[config.mk]
export PLATFORM = sky130hd
export DESIGN_NAME = bert_lane
export DESIGN_NICKNAME = d
export VERILOG_FILES = /design/src/rtl/bert_pkg.sv /design/src/rtl/bert_gen.sv /design/src/rtl/bert_chk.sv /design/src/rtl/bert_lock.sv /design/src/rtl/bert_lane.sv
export SDC_FILE = /design/constraint.sdc
export NUM_CORES = 1
export LEC_CHECK = 0
export ABC_AREA = 1
export BUFFER_PORTS_ARGS = -buffer_cell sky130_fd_sc_hd__buf_2
export CORE_UTILIZATION = 51
export CTS_BUF_LIST = sky130_fd_sc_hd__clkbuf_16
export CTS_CLUSTER_DIAMETER = 120
export DETAILED_ROUTE_END_ITERATION = 6
export PLACE_DENSITY_LB_ADDON = 0.08
export SYNTH_ARGS = -nofsm -noshare
export SYNTH_HDL_FRONTEND = slang
export SYNTH_SLANG_ARGS = --single-unit
[constraint.sdc]
create_clock -name clk -period 8.8 [get_ports clk]
set_clock_uncertainty 0.2 [all_clocks]
set_input_delay 0.88 -clock clk [delete_from_list [all_inputs] [get_ports clk]]
set_output_delay 0.88 -clock clk [all_outputs]
set_load 0.02 [all_outputs]
[src/rtl/bert_pkg.sv]
// Shared types and pattern arithmetic for the lane test engine.
// Assumes 10-bit symbols whose bit 0 is the earliest serial bit.
package bert_pkg;

    localparam int SYM_W = 10;
    localparam int ST_W  = 15;
    localparam int POP_W = $clog2(SYM_W + 1);

    typedef enum logic [1:0] {
        BM_OFF = 2'd0,
        BM_P15 = 2'd1,
        BM_P7  = 2'd2,
        BM_FIX = 2'd3
    } bert_mode_e;

    typedef struct packed {
        logic [ST_W-1:0]  st;
        logic [SYM_W-1:0] bits;
    } prbs_res_t;

    localparam logic [ST_W-1:0] SEED = '1;

    // Advance the shift register by one symbol of serial bits.
    function automatic prbs_res_t prbs_step(input logic [ST_W-1:0] s_in,
                                            input bert_mode_e m);
        prbs_res_t r;
        logic [ST_W-1:0] s;
        logic fb;
        s = s_in;
        r.bits = '0;
        for (int i = 0; i < SYM_W; i++) begin
            fb = (m == BM_P7) ? (s[6] ^ s[5]) : (s[14] ^ s[13]);
            r.bits[i] = fb;
            s = {s[ST_W-2:0], fb};
        end
        r.st = s;
        return r;
    endfunction

    // Shift the received symbol into the register, earliest bit first.
    function automatic logic [ST_W-1:0] prbs_load(input logic [ST_W-1:0] s_in,
                                                  input logic [SYM_W-1:0] rx);
        logic [ST_W-1:0] s;
        s = s_in;
        for (int i = 0; i < SYM_W; i++) begin
            s = {s[ST_W-2:0], rx[i]};
        end
        return s;
    endfunction

    // Number of set bits in a symbol.
    function automatic logic [POP_W-1:0] popcnt(input logic [SYM_W-1:0] v);
        logic [POP_W-1:0] c;
        c = '0;
        for (int i = 0; i < SYM_W; i++) begin
            c = c + POP_W'(v[i]);
        end
        return c;
    endfunction

endpackage

[src/rtl/bert_gen.sv]
// Pattern generator: registered symbol output for the serializer.
// Assumes mode_chg is high in the first cycle a new mode is presented.
module bert_gen
    import bert_pkg::*;
#(
    parameter logic [SYM_W-1:0] IDLE_SYM = '0
) (
    input  logic             clk,
    input  logic             rst_n,
    input  bert_mode_e       mode,
    input  logic             mode_chg,
    input  logic [SYM_W-1:0] pat,
    output logic [SYM_W-1:0] tx_sym
);

    logic [ST_W-1:0] st;
    logic [ST_W-1:0] cur;
    prbs_res_t       nxt;

    // Pick the register value this cycle starts from, reseeded on a mode change.
    always_comb begin
        cur = mode_chg ? SEED : st;
        nxt = prbs_step(cur, mode);
    end

    // Produce one symbol per clock for the selected mode.
    always_ff @(posedge clk) begin
        if (!rst_n) begin
            st     <= SEED;
            tx_sym <= IDLE_SYM;
        end else begin
            case (mode)
                BM_P15, BM_P7: begin
                    st     <= nxt.st;
                    tx_sym <= nxt.bits;
                end
                BM_FIX: begin
                    st     <= SEED;
                    tx_sym <= pat;
                end
                default: begin
                    st     <= SEED;
                    tx_sym <= IDLE_SYM;
                end
            endcase
        end
    end

    AST_IDLE_WHEN_OFF: assert property (@(posedge clk) disable iff (!rst_n)
        (mode == BM_OFF) |=> (tx_sym == IDLE_SYM));
    AST_FIXED_SENT: assert property (@(posedge clk) disable iff (!rst_n)
        (mode == BM_FIX) |=> (tx_sym == $past(pat)));
    AST_STATE_LIVE: assert property (@(posedge clk) disable iff (!rst_n)
        (mode == BM_P7) |=> (st[6:0] != '0));
    AST_STATE_NONZERO: assert property (@(posedge clk) disable iff (!rst_n)
        (st != '0));

endmodule

[src/rtl/bert_chk.sv]
// Pattern checker: predicts each received symbol and returns the bits that differ.
// Acquires by loading from received data while unlocked and runs freely once locked.
module bert_chk
    import bert_pkg::*;
(
    input  logic             clk,
    input  logic             rst_n,
    input  bert_mode_e       mode,
    input  logic             mode_chg,
    input  logic             locked,
    input  logic [SYM_W-1:0] pat,
    input  logic [SYM_W-1:0] rx_sym,
    output logic             cmp_vld,
    output logic [SYM_W-1:0] err_bits
);

    logic [ST_W-1:0] st;
    prbs_res_t       pred;
    logic            is_prbs;

    // Form the expected symbol and the error mask for this cycle.
    always_comb begin
        is_prbs  = (mode == BM_P15) || (mode == BM_P7);
        pred     = prbs_step(st, mode);
        cmp_vld  = (mode != BM_OFF) && !mode_chg;
        if (!cmp_vld) begin
            err_bits = '0;
        end else if (mode == BM_FIX) begin
            err_bits = rx_sym ^ pat;
        end else begin
            err_bits = rx_sym ^ pred.bits;
        end
    end

    // Track the sequence: reseed, load from the line, or run freely.
    always_ff @(posedge clk) begin
        if (!rst_n) begin
            st <= SEED;
        end else if (mode_chg || !is_prbs) begin
            st <= SEED;
        end else if (locked) begin
            st <= pred.st;
        end else begin
            st <= prbs_load(st, rx_sym);
        end
    end

    AST_SKIP_CHANGE_EDGE: assert property (@(posedge clk) disable iff (!rst_n)
        mode_chg |-> (err_bits == '0));

endmodule

[src/rtl/bert_lock.sv]
// Lock tracking and saturating bit error counter.
// Assumes err_bits is zero whenever cmp_vld is low.
module bert_lock
    import bert_pkg::*;
#(
    parameter int LOCK_N   = 32,
    parameter int UNLOCK_N = 8,
    parameter int CNT_W    = 32
) (
    input  logic             clk,
    input  logic             rst_n,
    input  logic             cmp_vld,
    input  logic [SYM_W-1:0] err_bits,
    input  logic             cnt_clr,
    output logic             locked,
    output logic [CNT_W-1:0] err_cnt
);

    localparam int GOOD_W = $clog2(LOCK_N);
    localparam int BAD_W  = $clog2(UNLOCK_N);

    logic [GOOD_W-1:0] good_run;
    logic [BAD_W-1:0]  bad_run;
    logic              err_any;
    logic [CNT_W:0]    sum;

    // Flag an errored symbol and form the unsaturated new count.
    always_comb begin
        err_any = |err_bits;
        sum     = {1'b0, err_cnt} + (CNT_W + 1)'(popcnt(err_bits));
    end

    // Count clean runs to lock and errored runs to unlock.
    always_ff @(posedge clk) begin
        if (!rst_n || !cmp_vld) begin
            locked   <= 1'b0;
            good_run <= '0;
            bad_run  <= '0;
        end else if (!locked) begin
            bad_run <= '0;
            if (err_any) begin
                good_run <= '0;
            end else if (good_run == GOOD_W'(LOCK_N - 1)) begin
                good_run <= '0;
                locked   <= 1'b1;
            end else begin
                good_run <= good_run + 1'b1;
            end
        end else begin
            good_run <= '0;
            if (!err_any) begin
                bad_run <= '0;
            end else if (bad_run == BAD_W'(UNLOCK_N - 1)) begin
                bad_run <= '0;
                locked  <= 1'b0;
            end else begin
                bad_run <= bad_run + 1'b1;
            end
        end
    end

    // Accumulate errors while locked, saturating at all ones.
    always_ff @(posedge clk) begin
        if (!rst_n || cnt_clr) begin
            err_cnt <= '0;
        end else if (locked && cmp_vld) begin
            err_cnt <= sum[CNT_W] ? '1 : sum[CNT_W-1:0];
        end
    end

    AST_NO_WRAP: assert property (@(posedge clk) disable iff (!rst_n)
        !cnt_clr |=> (err_cnt >= $past(err_cnt)));
    AST_UNLOCKED_HOLD: assert property (@(posedge clk) disable iff (!rst_n)
        (!locked && !cnt_clr) |=> $stable(err_cnt));
    AST_CLEAR_ZERO: assert property (@(posedge clk) disable iff (!rst_n)
        cnt_clr |=> (err_cnt == '0));
    AST_CLEAN_KEEPS_LOCK: assert property (@(posedge clk) disable iff (!rst_n)
        (locked && cmp_vld && !err_any) |=> locked);

endmodule

[src/rtl/bert_lane.sv]
// One lane of the bit error rate test engine: generator plus checker.
// Assumes receive word alignment is off and rx_sym is raw deserializer output.
module bert_lane
    import bert_pkg::*;
#(
    parameter logic [9:0] IDLE_SYM = 10'h000,
    parameter int         LOCK_N   = 32,
    parameter int         UNLOCK_N = 8,
    parameter int         CNT_W    = 32
) (
    input  logic             clk,
    input  logic             rst_n,
    input  logic [1:0]       test_mode,
    input  logic [9:0]       fixed_pat,
    input  logic             cnt_clr,
    input  logic [9:0]       rx_sym,
    output logic [9:0]       tx_sym,
    output logic             rx_locked,
    output logic [CNT_W-1:0] bit_err_cnt
);

    bert_mode_e       mode;
    bert_mode_e       mode_q;
    logic             mode_chg;
    logic             cmp_vld;
    logic [SYM_W-1:0] err_bits;

    // Decode the mode and detect a change against the previous cycle.
    always_comb begin
        mode     = bert_mode_e'(test_mode);
        mode_chg = (mode != mode_q);
    end

    // Remember the mode of the previous cycle.
    always_ff @(posedge clk) begin
        if (!rst_n) begin
            mode_q <= BM_OFF;
        end else begin
            mode_q <= mode;
        end
    end

    bert_gen #(.IDLE_SYM(IDLE_SYM)) i_gen (
        .clk      (clk),
        .rst_n    (rst_n),
        .mode     (mode),
        .mode_chg (mode_chg),
        .pat      (fixed_pat),
        .tx_sym   (tx_sym)
    );

    bert_chk i_chk (
        .clk      (clk),
        .rst_n    (rst_n),
        .mode     (mode),
        .mode_chg (mode_chg),
        .locked   (rx_locked),
        .pat      (fixed_pat),
        .rx_sym   (rx_sym),
        .cmp_vld  (cmp_vld),
        .err_bits (err_bits)
    );

    bert_lock #(
        .LOCK_N   (LOCK_N),
        .UNLOCK_N (UNLOCK_N),
        .CNT_W    (CNT_W)
    ) i_lock (
        .clk      (clk),
        .rst_n    (rst_n),
        .cmp_vld  (cmp_vld),
        .err_bits (err_bits),
        .cnt_clr  (cnt_clr),
        .locked   (rx_locked),
        .err_cnt  (bit_err_cnt)
    );

    AST_OFF_NO_LOCK: assert property (@(posedge clk) disable iff (!rst_n)
        (mode == BM_OFF) |=> !rx_locked);
    AST_CHANGE_DROPS_LOCK: assert property (@(posedge clk) disable iff (!rst_n)
        mode_chg |=> !rx_locked);
    AST_CHANGE_KEEPS_COUNT: assert property (@(posedge clk) disable iff (!rst_n)
        (mode_chg && !cnt_clr) |=> $stable(bit_err_cnt));

endmodule

# == Yosys cells after proc, flatten, opt, wreduce, memory -nomap -nowiden ==
# Cells that the tools add are included.
# word_totals
reg_bits,83
in_bits,25
wordCells,115
out_inout_bits,43
# op_classes
n_mux,31
addsub,12
n_bitwise,41
n_reduce_logical,17
n_eq_ne,6
# op_table
op,count
XOR 1 bit,36
adder 32 x 4 -> 33 bit,1
adder 4 x 1 -> 4 bit,8
two-way mux 32 bit,1
two-way mux 10 bit,3
two-way mux 1 bit,25
one-hot mux 10 bit (2 select lines),1
XOR 10 bit,2
two-way mux 15 bit,1
OR reduction 13 bit,1
OR reduction 10 bit,1
adder 5 x 1 -> 5 bit (second input constant),1
equality test 5 bit (second input constant),1
equality test 2 bit (second input constant),2
zero test 1 bit,4
logical OR 1 bit,4
OR reduction 2 bit,2
OR reduction 4 bit,1
adder 3 x 1 -> 3 bit (second input constant),1
equality test 3 bit (second input constant),1
NOT 1 bit,3
adder 1 x 1 -> 2 bit,1
equality test 2 x 1 -> 1 bit (second input constant),1
logical AND 1 bit,2
3 further kinds,3

# == Logic depth before layout (Yosys ltp) ==
# logic_depth
ltp_word,18
ltp_mapped,30
ltp_nobuf,29

# == Modules after synthesis ==
# From an unflattened synthesis, not the netlist that was laid out.
# hier_totals
hier_cells,838
hier_area_um2,5367.6
# by_module_without_submodules
mod,area_per_inst_um2,cells_each,n_inst,seq_area_each_um2
bert_lock,2842.7,443,1,820.8
bert_chk,1234.9,204,1,300.3
bert_gen,1203.7,178,1,500.5
bert_lane,86.3,13,1,40.0

# == Least setup slack after synthesis ==
# OpenSTA, ideal clock, no wires.
# synth_path
path_type,input port to flip-flop
startpoint,input test_mode[0]
endpoint,register i_lock.err_cnt[28]
n_path_buf,1
t_required_ns,8.529
arrival_ns,6.027
setup_ns,0.071
path_slack_ns,2.502
cell_stages,25
cell_sequence,inv_1 > ha_1 > inv_2 > nand3_1 > nand2_1 > a21boi_0 > nand2_1 > nand2_1 > nor2_1 > ha_1 > inv_1 > fa_1 > fa_1 > fa_1 > fa_1 > fa_1 > fa_1 > inv_1 > a31oi_1 > inv_2 > nand4_1 > nor3_2 > clkbuf_2 > o21ai_0 > a21oi_1
# synth_between
elab_chain_len,16
elab_cells_between_ends,35
classes_between,add/sub (10); eq/ne (3); mux (13); bitwise (5); reduce/logical (4)
# synth_lines
item,line,text
from (decl),bert_lane.sv:13,"input logic [1:0] test_mode,"
equality test 2 bit,bert_pkg.sv:32,fb = (m == BM_P7) ? (s[6] ^ s[5]) : (s[14] ^ s[13]);
two-way mux 1 bit,bert_pkg.sv:32,
XOR 10 bit,bert_chk.sv:31,err_bits = rx_sym ^ pred.bits;
two-way mux 10 bit,bert_chk.sv:28,end else if (mode == BM_FIX) begin
two-way mux 10 bit,bert_chk.sv:26,if (!cmp_vld) begin
adder 1 x 1 -> 2 bit,bert_pkg.sv:56,c = c + POP_W'(v[i]);
adder 4 x 1 -> 4 bit (8 in series),bert_pkg.sv:56,
adder 32 x 4 -> 33 bit,bert_lock.sv:30,"sum = {1'b0, err_cnt} + (CNT_W + 1)'(popcnt(err_bits));"
two-way mux 32 bit,bert_lock.sv:67,err_cnt <= sum[CNT_W] ? '1 : sum[CNT_W-1:0];
to (signal assigned),bert_lock.sv:67,
to (decl),bert_lock.sv:16,output logic [CNT_W-1:0] err_cnt
# Parallel ways exist; a longest one is shown, timed or not.
# A chain may end at the register's enable or synchronous reset.

# == Worst setup path in the final report ==
# layout_path
startpoint,input test_mode[0]
endpoint,register i_lock.err_cnt[12]
# The elaborated chain is that of the path after synthesis.

==> out/qor.csv <==
stage,metric,value,unit
outcome,status,finished with violations,
outcome,violated checks,DRC,
yosys,unique cell type count in the Yosys netlist,37,
worst_hold_path,Worst Hold End,i_lock.bad_run[0],
clocking,clk slew on worst S/H paths,0.06,ns
global_route,vias in the first global route,4486,
clocking,CTS tree,done,
floorplan,Starting Density,0.526,
yosys,Synth Area in Adders,0.0714,
timing,Tmin final,7.09,ns
critical_path,CP max FO,25,
floorplan,DIE AREA,10400,um2
timing,Setup WS post-layout,1.71,ns
yosys,Compound-Gate Fraction of Synth Area,0.107,
yosys,register bit count reported by yosys,83,
yosys,Synth Area in XOR/XNOR,0.0736,
timing,max_slew headroom,0.482,
critical_path,CP arrival,7.15,ns
run,Max Cap Violations,0,
critical_path,kind of critical path,primary input to register,
yosys,"EDFF count, synth",0,
yosys,"Seq/Total Area, Yosys",0.325,
yosys,syn_nets,812,
critical_path,max incr delay on CP,0.52,ns
layout,Nets,875,
placement,Final Wtd Congestion,0.935,
clocking,Setup Buffers After CTS,0,
timing,Final Hold Violating Endpoints,0,
layout,Area Overhead vs Synth,14.4,%
clocking,CTS Hold Bufs,0,
critical_path,RR Startpoint,mode_q[0],
timing,Worst Max-Slew Pin Slew,0.777,ns
yosys,"Top FF cell, synth",dfxtp_1,
critical_path,CP endpoint kind,register,
critical_path,crit path launch type,primary input,
timing,fmax,141,MHz
floorplan,# IOs,68,
floorplan,area of the core,9730,um2
power,Leak,0.00282,uW
floorplan,Die W,102,um
yosys,syn avg cell area,6.71,um2
critical_path,"Data required, critical path",8.86,ns
layout,# diodes,0,
worst_hold_path,Hold Path Stages,1,
drt,total wire length,13400,um
global_route,initial antenna violation count,0,
power,Peak VDD IR,87.3,uV
drt,total number of vias,5079,
drt,Vias/cell,5.27,
global_route,global-route wire length before repair,21600,um
clocking,TritonCTS sink count,83,
yosys,simple-gate share of the synthesized area,0.338,
drt,DRC,1,
timing,Final setup viols,0,
timing,final setup TNS,0,ns
worst_hold_path,hold path start,i_lock.bad_run[0],
worst_hold_path,type of the most critical hold path,register to register,
yosys,Synth async-reset ratio,0,
global_route,total gr overflow,0,
layout,"most common cell after layout, fill and taps aside",nand2_1,
drt,final antenna-violating net count,0,
yosys,Synthesis Warnings,0,
global_route,largest net degree at the start of global routing,29,
clocking,CTS Buf Count,9,
timing,Pins Over Slew Limit,0,
yosys,Post-Synthesis Cells,762,
yosys,combinational family with the most area after synthesis,simple AND/OR/NAND/NOR gates,
layout,ratio of cells with drive above 1 in the final layout,0.124,
timing,final worst-path cycle share,0.806,
global_route,Tot GR Track Use,0.268,
critical_path,capture point of the worst reg-to-reg path,i_lock.err_cnt[12],
layout,Filler Cell Count,961,
power,pwr dens,149,nW/um2
floorplan,Die H,102,um
yosys,mux share of post-synthesis cell area,0,
floorplan,Rows,36,
yosys,Synth Cell Area,5110,um2
clocking,Worst-Skew Late Latency,0.34,ns
clocking,CTS resizes,0,
placement,placed wire-length estimate,10600,um
clocking,Bufs on Longest Clock Path,2,
critical_path,Crit-path slowest cell,fa_1,
critical_path,Reg2Reg Setup Slack,2.45,ns
placement,PortBufs,67,
drt,first drt pass iteration count,7,
drt,Iter 0 DRT Violations,356,
clocking,Root Buffer,clkbuf_16,
layout,most frequent cells in the layout,"nand2_1, inv_1, dfxtp_1",
critical_path,R2R depth,21,
clocking,htree depth,3,
placement,Setup WS pre-CTS,1.39,ns
timing,RSZ-0062 raised after global routing,false,
critical_path,Critical Path Most Common Cell,fa_1,
drt,routed len/inst,13.9,um
==> cell type report <==
class                   instances  area, um2  area share
clock buffers                   9        225      0.0385
clock inverters                 7       60.1      0.0103
multi-input cells             565       3020       0.516
well taps                     133        166      0.0285
repair buffers                 70        358      0.0612
inverters                      96        360      0.0616
flip-flops and latches         83       1660       0.284
==> per-stage QoR <==
step	area (um2)	power, uW	std cells	utilization	hold WS [ns]
floorplan	5110	478	762	-	0.199
global placement	5560	508	947	0.572	0.208
detailed placement	5560	511	947	0.572	0.226
CTS	5850	877	963	0.601	0.232
global route	5850	907	963	0.601	0.254
finish	5850	871	963	0.601	0.224
==> cell families after synthesis <==
family                   Yosys count
AND/OR/NAND/NOR                  398
buffers and inverters            114
flip-flops                        83
adder cells (fa/ha/maj)           25
AO/OA/AOI/OAI                     99
XOR/XNOR                          43
==> report_power, final <==
group / switching (uW) / internal [uW] / leakage (uW)
clock network: 150 / 216 / 0.000145
registers: 6.94 / 384 / 0.000674
logic: 72.6 / 40.8 / 0.00200
==> cells in the mapped netlist, drive strengths merged, types with 4 or more instances <==
cell	instances	area (um2)
o21ai	33	165
xnor2	20	175
nand4	15	109
nor3	16	96.4
xor2	23	201
nand3b	4	30.0
fa	7	140
nand3	63	315
inv	93	349
buf	4	20.0
or2	7	43.8
o211ai	11	82.6
dfxtp	83	1660
a21oi	46	230
ha	18	225
nor2	77	307
clkbuf	14	55.1
nand2	212	803
==> worst max path at each step <==
stage	from	to	slack (ns)	depth (start not counted)
after floorplan	test_mode[0]	i_lock.err_cnt[28]	2.50	25
after global routing	test_mode[0]	i_lock.err_cnt[12]	1.23	27
after global placement	test_mode[0]	i_lock.err_cnt[30]	1.51	27
after detailed placement	test_mode[0]	i_lock.err_cnt[30]	1.39	27
after CTS	test_mode[0]	i_lock.err_cnt[29]	1.73	27
final	test_mode[0]	i_lock.err_cnt[12]	1.71	27
==> state kept, by name, indices dropped and copies added (netlist names) <==
name,cells
i_lock.locked,1
i_gen.st,15
i_lock.good_run,5
i_lock.bad_run,3
i_lock.err_cnt,32
i_gen.tx_sym,10
i_chk.st,15
mode_q,2
==> per-layer routing <==
metal,vias up,global-route usage,wire [um],part of all wire
met2,149,0.416,5960,0.45
met4,0,0.0791,193,0.014
met3,20,0.0465,800,0.060
met5,-,0,0,0
met1,2330,0.381,6430,0.48
li1,2580,-,-,-
==> critical path: cells and delay by family <==
| family | cells | cell delay [ns] |
|---|---|---|
| compound gates | 4 | 0.55 |
| fa+ha+maj | 8 | 3.33 |
| buf+inv | 8 | 1.29 |
| simple gates | 7 | 1.10 |
Note: power is estimated with default switching activity, not from simulation.
